## src/rtl/lpkt_crc16_pkg.sv

```systemverilog
package lpkt_crc16_pkg;

  localparam int CRC_W  = 16;
  localparam int BYTE_W = 8;

  typedef logic [CRC_W-1:0]  crc_t;
  typedef logic [BYTE_W-1:0] byte_t;

  // Mirror a checksum-wide word end for end.
  function automatic crc_t bit_reverse(input crc_t v);
    crc_t r;
    for (int i = 0; i < CRC_W; i++) begin
      r[i] = v[CRC_W-1-i];
    end
    return r;
  endfunction

  // Fold one byte into a right-shifting (reflected) register, bit 0 first.
  function automatic crc_t fold_byte(input crc_t c, input byte_t d, input crc_t poly_rev);
    crc_t r;
    logic fb;
    r = c;
    for (int i = 0; i < BYTE_W; i++) begin
      fb = r[0] ^ d[i];
      r  = r >> 1;
      if (fb) begin
        r = r ^ poly_rev;
      end
    end
    return r;
  endfunction

endpackage

```

## src/rtl/lpkt_crc_accum.sv

```systemverilog
module lpkt_crc_accum
  import lpkt_crc16_pkg::*;
#(
  parameter crc_t SEED     = 16'hFFFF,
  parameter crc_t POLY_REV = 16'h8408,
  parameter int   WC_W     = 16
) (
  input  logic            clk_i,
  input  logic            rst_ni,
  input  logic            start_i,
  input  logic [WC_W-1:0] wcount_i,
  input  logic            valid_i,
  input  byte_t           data_i,
  input  logic            last_i,
  output crc_t            res_o,
  output logic            end_o,
  output logic            empty_o
);

  crc_t acc_q;
  crc_t base;
  crc_t folded;
  crc_t nxt;

  always_comb begin
    empty_o = start_i && (wcount_i == '0);
    base    = start_i ? SEED : acc_q;
    folded  = fold_byte(base, data_i, POLY_REV);
    if (empty_o) begin
      nxt = SEED;
    end else if (valid_i) begin
      nxt = folded;
    end else begin
      nxt = base;
    end
    end_o = empty_o || (valid_i && last_i);
    res_o = nxt;
  end

  always_ff @(posedge clk_i) begin
    if (!rst_ni) begin
      acc_q <= SEED;
    end else begin
      acc_q <= nxt;
    end
  end

endmodule

```

## src/rtl/lpkt_crc_result.sv

```systemverilog
module lpkt_crc_result
  import lpkt_crc16_pkg::*;
#(
  parameter crc_t SEED = 16'hFFFF
) (
  input  logic clk_i,
  input  logic rst_ni,
  input  logic end_i,
  input  crc_t res_i,
  input  logic chk_en_i,
  input  crc_t footer_i,
  output crc_t crc_o,
  output logic done_o,
  output logic crc_err_o
);

  logic mismatch;

  always_comb begin
    mismatch = chk_en_i && (res_i != footer_i);
  end

  always_ff @(posedge clk_i) begin
    if (!rst_ni) begin
      crc_o     <= SEED;
      done_o    <= 1'b0;
      crc_err_o <= 1'b0;
    end else begin
      done_o    <= end_i;
      crc_err_o <= end_i && mismatch;
      if (end_i) begin
        crc_o <= res_i;
      end
    end
  end

endmodule

```

## src/rtl/lpkt_crc16.sv

```systemverilog
module lpkt_crc16
  import lpkt_crc16_pkg::*;
#(
  parameter crc_t POLY = 16'h1021,
  parameter crc_t SEED = 16'hFFFF,
  parameter int   WC_W = 16
) (
  input  logic            clk_i,
  input  logic            rst_ni,
  input  logic            start_i,
  input  logic [WC_W-1:0] wcount_i,
  input  logic            valid_i,
  input  logic [7:0]      data_i,
  input  logic            last_i,
  input  logic            chk_en_i,
  input  logic [15:0]     footer_i,
  output logic [15:0]     crc_o,
  output logic            done_o,
  output logic            crc_err_o
);

  localparam crc_t POLY_REV = bit_reverse(POLY);

  // Named internal events, visible to the bound checker.
  crc_t pkt_res;
  logic pkt_end;
  logic pkt_empty;

  lpkt_crc_accum #(
    .SEED     (SEED),
    .POLY_REV (POLY_REV),
    .WC_W     (WC_W)
  ) accum_i (
    .clk_i    (clk_i),
    .rst_ni   (rst_ni),
    .start_i  (start_i),
    .wcount_i (wcount_i),
    .valid_i  (valid_i),
    .data_i   (data_i),
    .last_i   (last_i),
    .res_o    (pkt_res),
    .end_o    (pkt_end),
    .empty_o  (pkt_empty)
  );

  lpkt_crc_result #(
    .SEED (SEED)
  ) result_i (
    .clk_i     (clk_i),
    .rst_ni    (rst_ni),
    .end_i     (pkt_end),
    .res_i     (pkt_res),
    .chk_en_i  (chk_en_i),
    .footer_i  (footer_i),
    .crc_o     (crc_o),
    .done_o    (done_o),
    .crc_err_o (crc_err_o)
  );

endmodule

```

## config.mk

```make
export PLATFORM = sky130hd
export DESIGN_NAME = lpkt_crc16
export DESIGN_NICKNAME = d
export VERILOG_FILES = /design/src/rtl/lpkt_crc16_pkg.sv /design/src/rtl/lpkt_crc_accum.sv /design/src/rtl/lpkt_crc_result.sv /design/src/rtl/lpkt_crc16.sv
export SDC_FILE = /design/constraint.sdc
export NUM_CORES = 1
export LEC_CHECK = 0
export ABC_CLOCK_PERIOD_IN_PS = 2700
export BUFFER_PORTS_ARGS = -buffer_cell sky130_fd_sc_hd__buf_2
export CORE_MARGIN = 5
export CORE_UTILIZATION = 52
export DETAILED_ROUTE_END_ITERATION = 8
export PLACE_DENSITY_LB_ADDON = 0.2
export SLEW_MARGIN = 10
export SYNTH_ARGS = -nofsm -noshare
export SYNTH_HDL_FRONTEND = slang
export SYNTH_SLANG_ARGS = --single-unit
```

## constraint.sdc

```tcl
create_clock -name clk_i -period 2.7 [get_ports clk_i]
set_input_delay 0.27 -clock clk_i [delete_from_list [all_inputs] [get_ports clk_i]]
set_output_delay 0.27 -clock clk_i [all_outputs]
set_load 0.01 [all_outputs]
```

# Yosys cells after proc, flatten, opt, wreduce, memory -nomap -nowiden
# Cells that the tools add are included.
[word_totals]
output_inout_bits = 18
elab_cells = 38
regBits = 34
input_bits = 46
[op_classes]
mux = 11
eq_ne = 1
reduce_logical = 6
bitwise = 16
[ops]
columns = ["op", "n"]
rows = [
  ["two-way mux 16 bit", 11],
  ["NOT 2 -> 3 bit", 8],
  ["logical NOT 16 bit", 1],
  ["!= test 16 bit", 1],
  ["bitwise XOR 1 bit", 8],
  ["logical AND 1 bit", 4],
  ["logical OR 1 bit", 1],
]

# Logic depth before layout (Yosys ltp)
# Gate-level depths: netlist of the first run.
[logic_depth]
depth_word = 22
depth_mapped = 10
ltp_nobuf = 8

# By module
# A second synthesis of the first run with hierarchy kept.
[hier_totals]
cells_unflattened = 261
hier_area_um2 = 2292.2
[modules_own_cells]
columns = ["module", "instances", "area_each_um2", "cells_per_inst", "seq_area_each_um2"]
rows = [
  ["lpkt_crc_accum", 1, 1488.9, 184, 320.3],
  ["lpkt_crc_result", 1, 803.3, 77, 360.3],
]

# Least setup slack after synthesis of the first run
# No wires, ideal clock.
[synth_timing]
path_kind = "reg2reg"
startpoint = "register accum_i.acc_q[0]"
endpoint = "register result_i.crc_err_o"
setup_slack_ns = 0.470
n_path_buf = 0
period_less_slack_ns = 2.230
setup_ns = 0.122
arrival_time_ns = 2.109
t_required_ns = 2.578
stages_incl_launch_ff = 9
cell_sequence = "dfxtp_1 xnor2_1 xor2_1 a2111oi_1 nor4_2 xnor2_1 a311oi_2 nand4_1 o311a_1"
[synth_between]
elab_chain_cells = 16
elab_cells_between_ends = 18
classes_between = "1 x eq/ne; 11 x mux; 4 x bitwise; 2 x reduce/logical"
[synth_rtl]
columns = ["element", "line_no", "text"]
rows = [
  ["start: declaration", "lpkt_crc_accum.sv:20", "crc_t acc_q;"],
  ["start signal: assignment", "lpkt_crc_accum.sv:44", "acc_q <= nxt;"],
  ["two-way mux 16 bit (*)", "lpkt_crc_accum.sv:27", "base = start_i ? SEED : acc_q;"],
  ["bitwise XOR 1 bit", "lpkt_crc16_pkg.sv:24", "fb = r[0] ^ d[i];"],
  ["two-way mux 16 bit (4 in a row)", "lpkt_crc16_pkg.sv:26", "if (fb) begin"],
  ["bitwise XOR 1 bit or two-way mux 16 bit (tied branches)", "lpkt_crc16_pkg.sv:24, lpkt_crc16_pkg.sv:26", ""],
  ["two-way mux 16 bit or NOT 2 -> 3 bit (tied branches)", "n/a", ""],
  ["two-way mux 16 bit", "lpkt_crc16_pkg.sv:26", ""],
  ["two-way mux 16 bit or NOT 2 -> 3 bit (tied branches)", "n/a", ""],
  ["two-way mux 16 bit", "lpkt_crc16_pkg.sv:26", ""],
  ["two-way mux 16 bit (*)", "lpkt_crc_accum.sv:31", "end else if (valid_i) begin"],
  ["two-way mux 16 bit (*)", "lpkt_crc_accum.sv:29", "if (empty_o) begin"],
  ["!= test 16 bit (*)", "lpkt_crc_result.sv:20", "mismatch = chk_en_i && (res_i != footer_i);"],
  ["logical AND 1 bit (*)", "lpkt_crc_result.sv:20", ""],
  ["logical AND 1 bit (*)", "lpkt_crc_result.sv:30", "crc_err_o <= end_i && mismatch;"],
  ["end signal: assignment", "lpkt_crc_result.sv:30", ""],
  ["end: declaration", "lpkt_crc_result.sv:14", "output logic crc_err_o"],
]
# Mark *: on every way between the ends. The rest lies on a longest branch, timed or not.
# A chain may end at the register's enable or synchronous reset.

# Worst setup path after layout of the first run
# Same ends and word-level chain as after synthesis.

==> results of run 1 <==
-- logic make-up after synthesis --
family | after synthesis | share of synthesized area (%)
AND/OR/NAND/NOR | 101 | 23.5
AO/OA/AOI/OAI | 68 | 24.2
flip-flops | 34 | 32.0
XOR/XNOR | 31 | 14.1
buffers and inverters | 21 | 4.29
multiplexers | 4 | 1.94
-- layer usage --
metal  vias up  GRT usage, %  routed length [µm]
li1       1081             -                   -
met1       990          31.3                2650
met2       105          36.4                2780
met3        18          5.95                 520
met4         0          11.1                 223
met5         -             0                   0
-- worst paths after layout --
check                          from  slack (ns)                 end
hold reg to reg   result_i.crc_o[3]        0.48   result_i.crc_o[3]
setup / recovery   accum_i.acc_q[0]        0.13  result_i.crc_err_o
setup reg to reg   accum_i.acc_q[0]        0.13  result_i.crc_err_o
hold / removal             chk_en_i        0.20  result_i.crc_err_o
-- registers in the layout, summed over array words and instances, names as in the netlist --
name                flops
result_i.crc_o         16
accum_i.acc_q          16
result_i.crc_err_o      1
result_i.done_o         1
-- power groups by stage --
stage               logic (mW)  registers [mW]  clock network [mW]
floorplan                0.277           0.584                   0
CTS                      0.438           0.575               0.586
global placement         0.428           0.586                   0
finish                   0.442           0.576               0.577
detailed placement       0.434           0.587                   0
global route             0.484           0.579               0.609
-- through the flow --
| stage | hold WS, ns | util [%] | setup slack, ns |
|---|---|---|---|
| 2_1_floorplan | 0.332 | - | 0.470 |
| 3_3_place_gp | 0.458 | 64.2 | 0.264 |
| 3_5_place_dp | 0.469 | 64.2 | 0.218 |
| 4_1_cts | 0.191 | 67.7 | 0.144 |
| 5_1_grt | 0.194 | 67.7 | 0.00333 |
| 6_report | 0.200 | 67.7 | 0.130 |
-- cell type report --
cell class / count / area [µm²]
fill: 332 / 1280
tap: 50 / 62.6
clock inverter: 3 / 68.8
multi-input combinational: 204 / 1360
clock buffer: 5 / 68.8
sequential: 34 / 681
inverter: 4 / 15.0
timing repair buffer: 79 / 435
-- layout by cell type (no fill, tap or decap), types with 6 or more instances in the layout --
cell type and count:
a21oi_1 8, buf_2 63, nand2_1 45, xnor2_1 22, or3_1 6, o21ai_0 7, nor2_1 18, dfxtp_1 34
xor2_1 6, buf_4 16, o211ai_1 20
-- critical path, cell delays in order, from the launching register on --
cell       delay [ns]
dfxtp_1          0.37
xnor2_1          0.33
xor2_1           0.15
a2111oi_1        0.68
nor4_2           0.12
xnor2_1          0.16
a311oi_2         0.21
nand4_1          0.11
o311a_1          0.33
==> results.cfg, run 1 <==
[sta]
worst_pin_slew_ns = 0.764
tns_ns = 0
period_share_pct = 95.2
rsz0062_at_grt = false
setup_violations = 0
slew_headroom_pct = 48.9
maxSlewViolCount = 0
final_hold_viol_count = 0
fin_crit_ns = 2.57
finClkSkew_ns = 0.00722
fmax_ghz = 0.389

[power]
total_power_mw = 1.59
pwr-share-seq_pct = 36.1
p_per_area_mw_per_mm2 = 593
p_leak_nw = 1.12
clkPwrFrac_pct = 36.2
switching_share_pct = 30.5
internal_power_mw = 1.11
peakVddDrop_mv = 0.422
combPwrFrac_pct = 27.7
p_switching_mw = 0.486

[finish]
area_delta_synth_final_pct = 26.3
instances_no_fill = 379
num_antenna_cells = 0
nets = 374
final_cell_area_mm2 = 0.00269
drive_above_1_share_pct = 29.8

[min_path]
worstHoldPathType = in -> reg
holdPathStages = 2

[logic_synthesis]
yosys.area.top_type = dfxtp_1
synth_top_area_share_pct = 32.0
syn-cell-area_mm2 = 0.00213
synthFlopType = dfxtp_1
syn-num-nets = 305
synth.most_common_cell = nand2_1
synth_warnings = 0
synth_edf_count = 0
netlist_instances = 259
ys_seq_area_share_pct = 32.0
synth_cell_types = 54
synth_area_leaders = dfxtp_1, xnor2_1, nand2_1
synth_common_cells = nand2_1, dfxtp_1, xnor2_1
ys_ff_latch = 34
avgSynthCellArea_um2 = 8.22
synthArstFlopShare_pct = 0

[placement]
place_area_mm2 = 0.00255
hpwl_mm = 4.83
port_buffers = 63
dp.cells = 371
globalplace.congestion = 0.934

[global_route]
grt_max_degree = 29
grt_remaining_overflow = 0
grt_pass1_vias = 2040
antenna_found_initial = 0
grt_pass1_wl_mm = 9.78
track_usage_pct = 23.7

[clocking]
cts_setup_buffers = 0
cts_tree = yes
cts.sinks = 34
hold_buffers = 0
cts_buffers = 5
htreeDepth = 2
path_clk_slew_ns = 0.08
insertion_delay_ns = 0.29
post_cts_resized = 0
clock_path_buffers = 2
root_buffer = clkbuf_8

[die]
die_h_um = 74.0
rows = 23
die_area_mm2 = 0.00548
io_pins = 64
initial_core_util_pct = 53.6
die_w_um = 74.0
coreArea_mm2 = 0.00397

[route]
wl_per_cell_um = 16.3
drtPass1Iterations = 4
vias = 2194
via_per_inst = 5.79
drt_first_iter_violations = 172
drt-total-wl_mm = 6.17
postRouteAntennaNets = 0
drc = 0

[flow_run]
maxCapViolCount = 0

[outcome]
outcome = complete, no violations

[setup_path]
cp-end-kind = flip-flop
crit_required_ns = 2.89
crit_type = reg -> reg
critPathLaunchType = flip-flop
crit_fanout = 6
reg2reg_depth = 8
critical_path_arrival_ns = 2.76
Power figures use the tool's default switching activity.
==> run 2: changes to the inputs <==
Settings changed: CORE_ASPECT_RATIO set to 0.8.
==> results.cfg, run 2 (same netlist as run 1, synthesis figures left out) <==
[outcome]
outcome = complete, no violations

[route]
wl_per_cell_um = 16.2
vias = 2201
via_per_inst = 5.73
postRouteAntennaNets = 0
wl_met2_mm = 2.80
drtPass1Iterations = 5
wl_met3_um = 542
drt-total-wl_mm = 6.22
met1_length_mm = 2.82
drt_first_iter_violations = 153
drc = 0
top_layer_used = met4

[sta]
worst_pin_slew_ns = 0.989
final_hold_viol_count = 0
rsz0062_at_grt = false
finClkSkew_ns = 0.00436
tns_ns = 0
slew_headroom_pct = 34.1
period_share_pct = 93.9
fin_crit_ns = 2.54
fmax_ghz = 0.394
maxSlewViolCount = 0
setup_violations = 0

[die]
die_h_um = 67.2
coreArea_mm2 = 0.00388
die_area_mm2 = 0.00548
io_pins = 64
rows = 20
die_w_um = 81.5
initial_core_util_pct = 54.9

[finish]
top_regs = accum_i.acc_q: 16 flops, result_i.crc_o: 16 flops
drive_above_1_share_pct = 29.8
nets = 374
final_cell_mix = buf_2, nand2_1, dfxtp_1, xnor2_1, o211ai_1
fin_util_pct = 68.9
final_common_cell = buf_2
area_delta_synth_final_pct = 25.4
num_antenna_cells = 0

[setup_path]
reg2reg_depth = 8
startpoint = accum_i.acc_q[0]
crit_fanout = 6
rr_endpoint = result_i.crc_err_o
cp-end-kind = flip-flop
crit_type = reg -> reg
critical_path_arrival_ns = 2.71
rrSetupSlack_ns = 0.16
cp-endpoint = result_i.crc_err_o
critPathLaunchType = flip-flop
reg2reg_from = accum_i.acc_q[0]
crit_required_ns = 2.88

[global_route]
grt_max_degree = 29
grt_pass1_vias = 2095
grt_remaining_overflow = 0
track_usage_pct = 24.9
antenna_found_initial = 0
grt_pass1_wl_mm = 10.3

[flow_run]
maxCapViolCount = 0

[placement]
port_buffers = 63
globalplace.congestion = 0.924
hpwl_mm = 4.87

[power]
peakVddDrop_mv = 0.277
p_leak_nw = 1.10
pwr-share-seq_pct = 38.4
switching_share_pct = 32.1
internal_power_mw = 1.02
p_switching_mw = 0.480
combPwrFrac_pct = 29.9
clkPwrFrac_pct = 31.7
p_per_area_mw_per_mm2 = 560

[clocking]
path_clk_slew_ns = 0.07
cts_setup_buffers = 0
cts_tree = yes
htreeDepth = 2
post_cts_resized = 0
insertion_delay_ns = 0.29
hold_buffers = 0
clock_path_buffers = 2
cts.sinks = 34
cts_buffers = 5
root_buffer = clkbuf_8

[min_path]
worstHoldPathType = in -> reg
## run 2: cell types whose count changed in the layout (fill, tap and decap cells not counted), sizes merged
cell	change
clkinvlp	+2
clkinv	-1
bufinv	-1
## run 2: through the flow
stage | total power [mW] | hold WS [ns] | std cells | area (µm²) | worst slack, ns
2_1_floorplan | 0.861 | 0.332 | 259 | 2130 | 0.470
3_3_place_gp | 1.02 | 0.458 | 376 | 2560 | 0.287
3_5_place_dp | 1.03 | 0.457 | 376 | 2560 | 0.215
4_1_cts | 1.50 | 0.207 | 384 | 2670 | 0.169
5_1_grt | 1.58 | 0.207 | 384 | 2670 | 0.0311
6_report | 1.49 | 0.213 | 384 | 2670 | 0.165
## run 2: power by group through the flow
stage	combinational [mW]	sequential [mW]	clock [mW]
after floorplan	0.277	0.584	0
after global placement	0.432	0.585	0
after detailed placement	0.441	0.585	0
after CTS	0.445	0.574	0.479
after global routing	0.488	0.580	0.511
final	0.446	0.574	0.475
## run 2: worst min path at each step
stage	end	cells past startpoint	startpoint	slack (ns)
final	result_i.crc_o[0]	2	rst_ni	0.21
after global routing	accum_i.acc_q[1]	2	rst_ni	0.21
after CTS	result_i.crc_o[0]	2	rst_ni	0.21
after detailed placement	result_i.crc_o[0]	2	result_i.crc_o[0]	0.46
after global placement	result_i.crc_o[0]	2	result_i.crc_o[0]	0.46
after floorplan	accum_i.acc_q[0]	1	rst_ni	0.33
## run 2: worst max-delay path: stages (launching register included)
cell and delay, ns:
dfxtp_1 0.38, xnor2_1 0.34, xor2_1 0.14, a2111oi_1 0.64, nor4_2 0.12, xnor2_1 0.16, a311oi_2 0.18, nand4_1 0.12
o311a_1 0.34
## run 2: area by class of cell
class / count / area, µm²
multi-input combinational: 204 / 1360
fill: 337 / 1210
sequential: 34 / 681
timing repair buffer: 79 / 435
clock buffer: 5 / 68.8
tap: 55 / 68.8
clock inverter: 3 / 45.0
inverter: 4 / 15.0
## run 2: layer usage
metal,up-vias,global-route usage [%]
met3,8,5.73
met1,1006,33.7
met4,0,4.64
met5,-,0
li1,1077,-
met2,110,40.7
==> run 3: changes to the inputs <==
Settings changed: CORE_ASPECT_RATIO 0.8 to not set, CORE_UTILIZATION 52 to 53, CTS_BUF_LIST set to sky130_fd_sc_hd__clkbuf_4 sky130_fd_sc_hd__clkbuf_8.
==> results.cfg, run 3 (same netlist as run 1, synthesis figures left out) <==
[clocking]
clock_path_buffers = 2
htreeDepth = 2
hold_buffers = 0
cts_setup_buffers = 0
path_clk_slew_ns = 0.08
root_buffer = clkbuf_8
cts_buffers = 5
cts_tree = yes
cts.sinks = 34
post_cts_resized = 0
insertion_delay_ns = 0.29

[global_route]
grt_use_met1_pct = 31.4
antenna_found_initial = 0
grt_use_met3_pct = 5.06
grt_remaining_overflow = 0
grt_pass1_wl_mm = 9.64
grt_max_degree = 29
grt_util_met2_pct = 37.0
grt_pass1_vias = 2025
busiest_layer = met2
track_usage_pct = 23.1

[setup_path]
rr_endpoint = result_i.crc_err_o
crit_fanout = 6
critical-path-top-delay-family = compound AO/OA/AOI/OAI gates
cp.buffers_inverters = 0
critical_path_arrival_ns = 2.65
rrSetupSlack_ns = 0.23
cp-end-kind = flip-flop
critical-path-max-stage-delay_ns = 0.63
crit_required_ns = 2.88
crit_type = reg -> reg
cp-endpoint = result_i.crc_err_o
critPathLaunchType = flip-flop
reg2reg_depth = 8
crit_top_cell = xnor2_1
path_cells = xnor2_1 > xor2_1 > a2111oi_1 > nor4_2 > xnor2_1 > a311oi_2 > nand4_1 > o311a_1
cp_slowest_cell = a2111oi_1
startpoint = accum_i.acc_q[0]
cp_num_cells = 8
reg2reg_from = accum_i.acc_q[0]

[sta]
setup_violations = 0
final_hold_viol_count = 0
maxSlewViolCount = 0
worst_pin_slew_ns = 0.785
tns_ns = 0
rsz0062_at_grt = false
period_share_pct = 91.4
fin_crit_ns = 2.47
whs_ns = 0.210
slew_headroom_pct = 47.5
finClkSkew_ns = 0.00717
fmax_ghz = 0.405

[die]
initial_core_util_pct = 54.0
coreArea_mm2 = 0.00394
die_area_mm2 = 0.00539
die_h_um = 73.4
die_w_um = 73.4
io_pins = 64
rows = 23

[placement]
dp.cells = 371
globalplace.congestion = 0.927
hpwl_mm = 4.62
port_buffers = 63

[finish]
nets = 374
num_antenna_cells = 0
final_common_cell = buf_2
area_delta_synth_final_pct = 26.3
instances_no_fill = 379
drive_above_1_share_pct = 29.8
top_regs = accum_i.acc_q: 16 flops, result_i.crc_o: 16 flops
final_cell_mix = buf_2, nand2_1, dfxtp_1, xnor2_1, o211ai_1
fin_util_pct = 68.2

[route]
drt-total-wl_mm = 5.94
postRouteAntennaNets = 0
via_per_inst = 5.80
drc = 0
drt_first_iter_violations = 147
drtPass1Iterations = 4
wl_per_cell_um = 15.7
vias = 2197

[power]
pwr-share-seq_pct = 36.5
combPwrFrac_pct = 27.6
p_leak_nw = 1.12
p_per_area_mw_per_mm2 = 587
internal_power_mw = 1.11
switching_share_pct = 29.8
clkPwrFrac_pct = 36.0
peakVddDrop_mv = 0.376
p_switching_mw = 0.470

[min_path]
worstHoldPathType = in -> reg
holdPathStages = 2

[flow_run]
maxCapViolCount = 0

[outcome]
outcome = complete, no violations
[run 3: area by class of cell]
type	count	area, µm²
Multi-Input combinational cell	204	1360
Tap cell	50	62.6
Clock inverter	3	68.8
Fill cell	336	1250
Timing Repair Buffer	79	435
Inverter	4	15.0
Clock buffer	5	68.8
Sequential cell	34	681
[run 3: through the flow]
stage	setup WS, ns	cell area, µm²	power [mW]
3_5_place_dp	0.231	2550	1.02
3_3_place_gp	0.278	2550	1.01
6_report	0.231	2690	1.58
4_1_cts	0.229	2690	1.59
2_1_floorplan	0.470	2130	0.861
5_1_grt	0.0322	2690	1.66
[run 3: worst min path at each step]
stage                      start            endpoint
3_3_place_gp   result_i.crc_o[8]   result_i.crc_o[8]
6_report                  rst_ni   result_i.crc_o[0]
5_1_grt                 chk_en_i  result_i.crc_err_o
3_5_place_dp   result_i.crc_o[4]   result_i.crc_o[4]
2_1_floorplan             rst_ni    accum_i.acc_q[0]
4_1_cts                   rst_ni   result_i.crc_o[1]
[run 3: power groups by stage]
| stage | Clock (mW) | Combinational [mW] | Sequential, mW |
|---|---|---|---|
| 3_3_place_gp | 0 | 0.427 | 0.586 |
| 3_5_place_dp | 0 | 0.430 | 0.586 |
| 6_report | 0.568 | 0.435 | 0.576 |
| 2_1_floorplan | 0 | 0.277 | 0.584 |
| 5_1_grt | 0.596 | 0.480 | 0.580 |
| 4_1_cts | 0.577 | 0.434 | 0.575 |
[run 3: per-layer routing]
layer | vias to the layer above | wire [µm]
met5 | - | 0
met1 | 1009 | 2530
met2 | 98 | 2780
met4 | 0 | 95
met3 | 9 | 533
li1 | 1081 | -
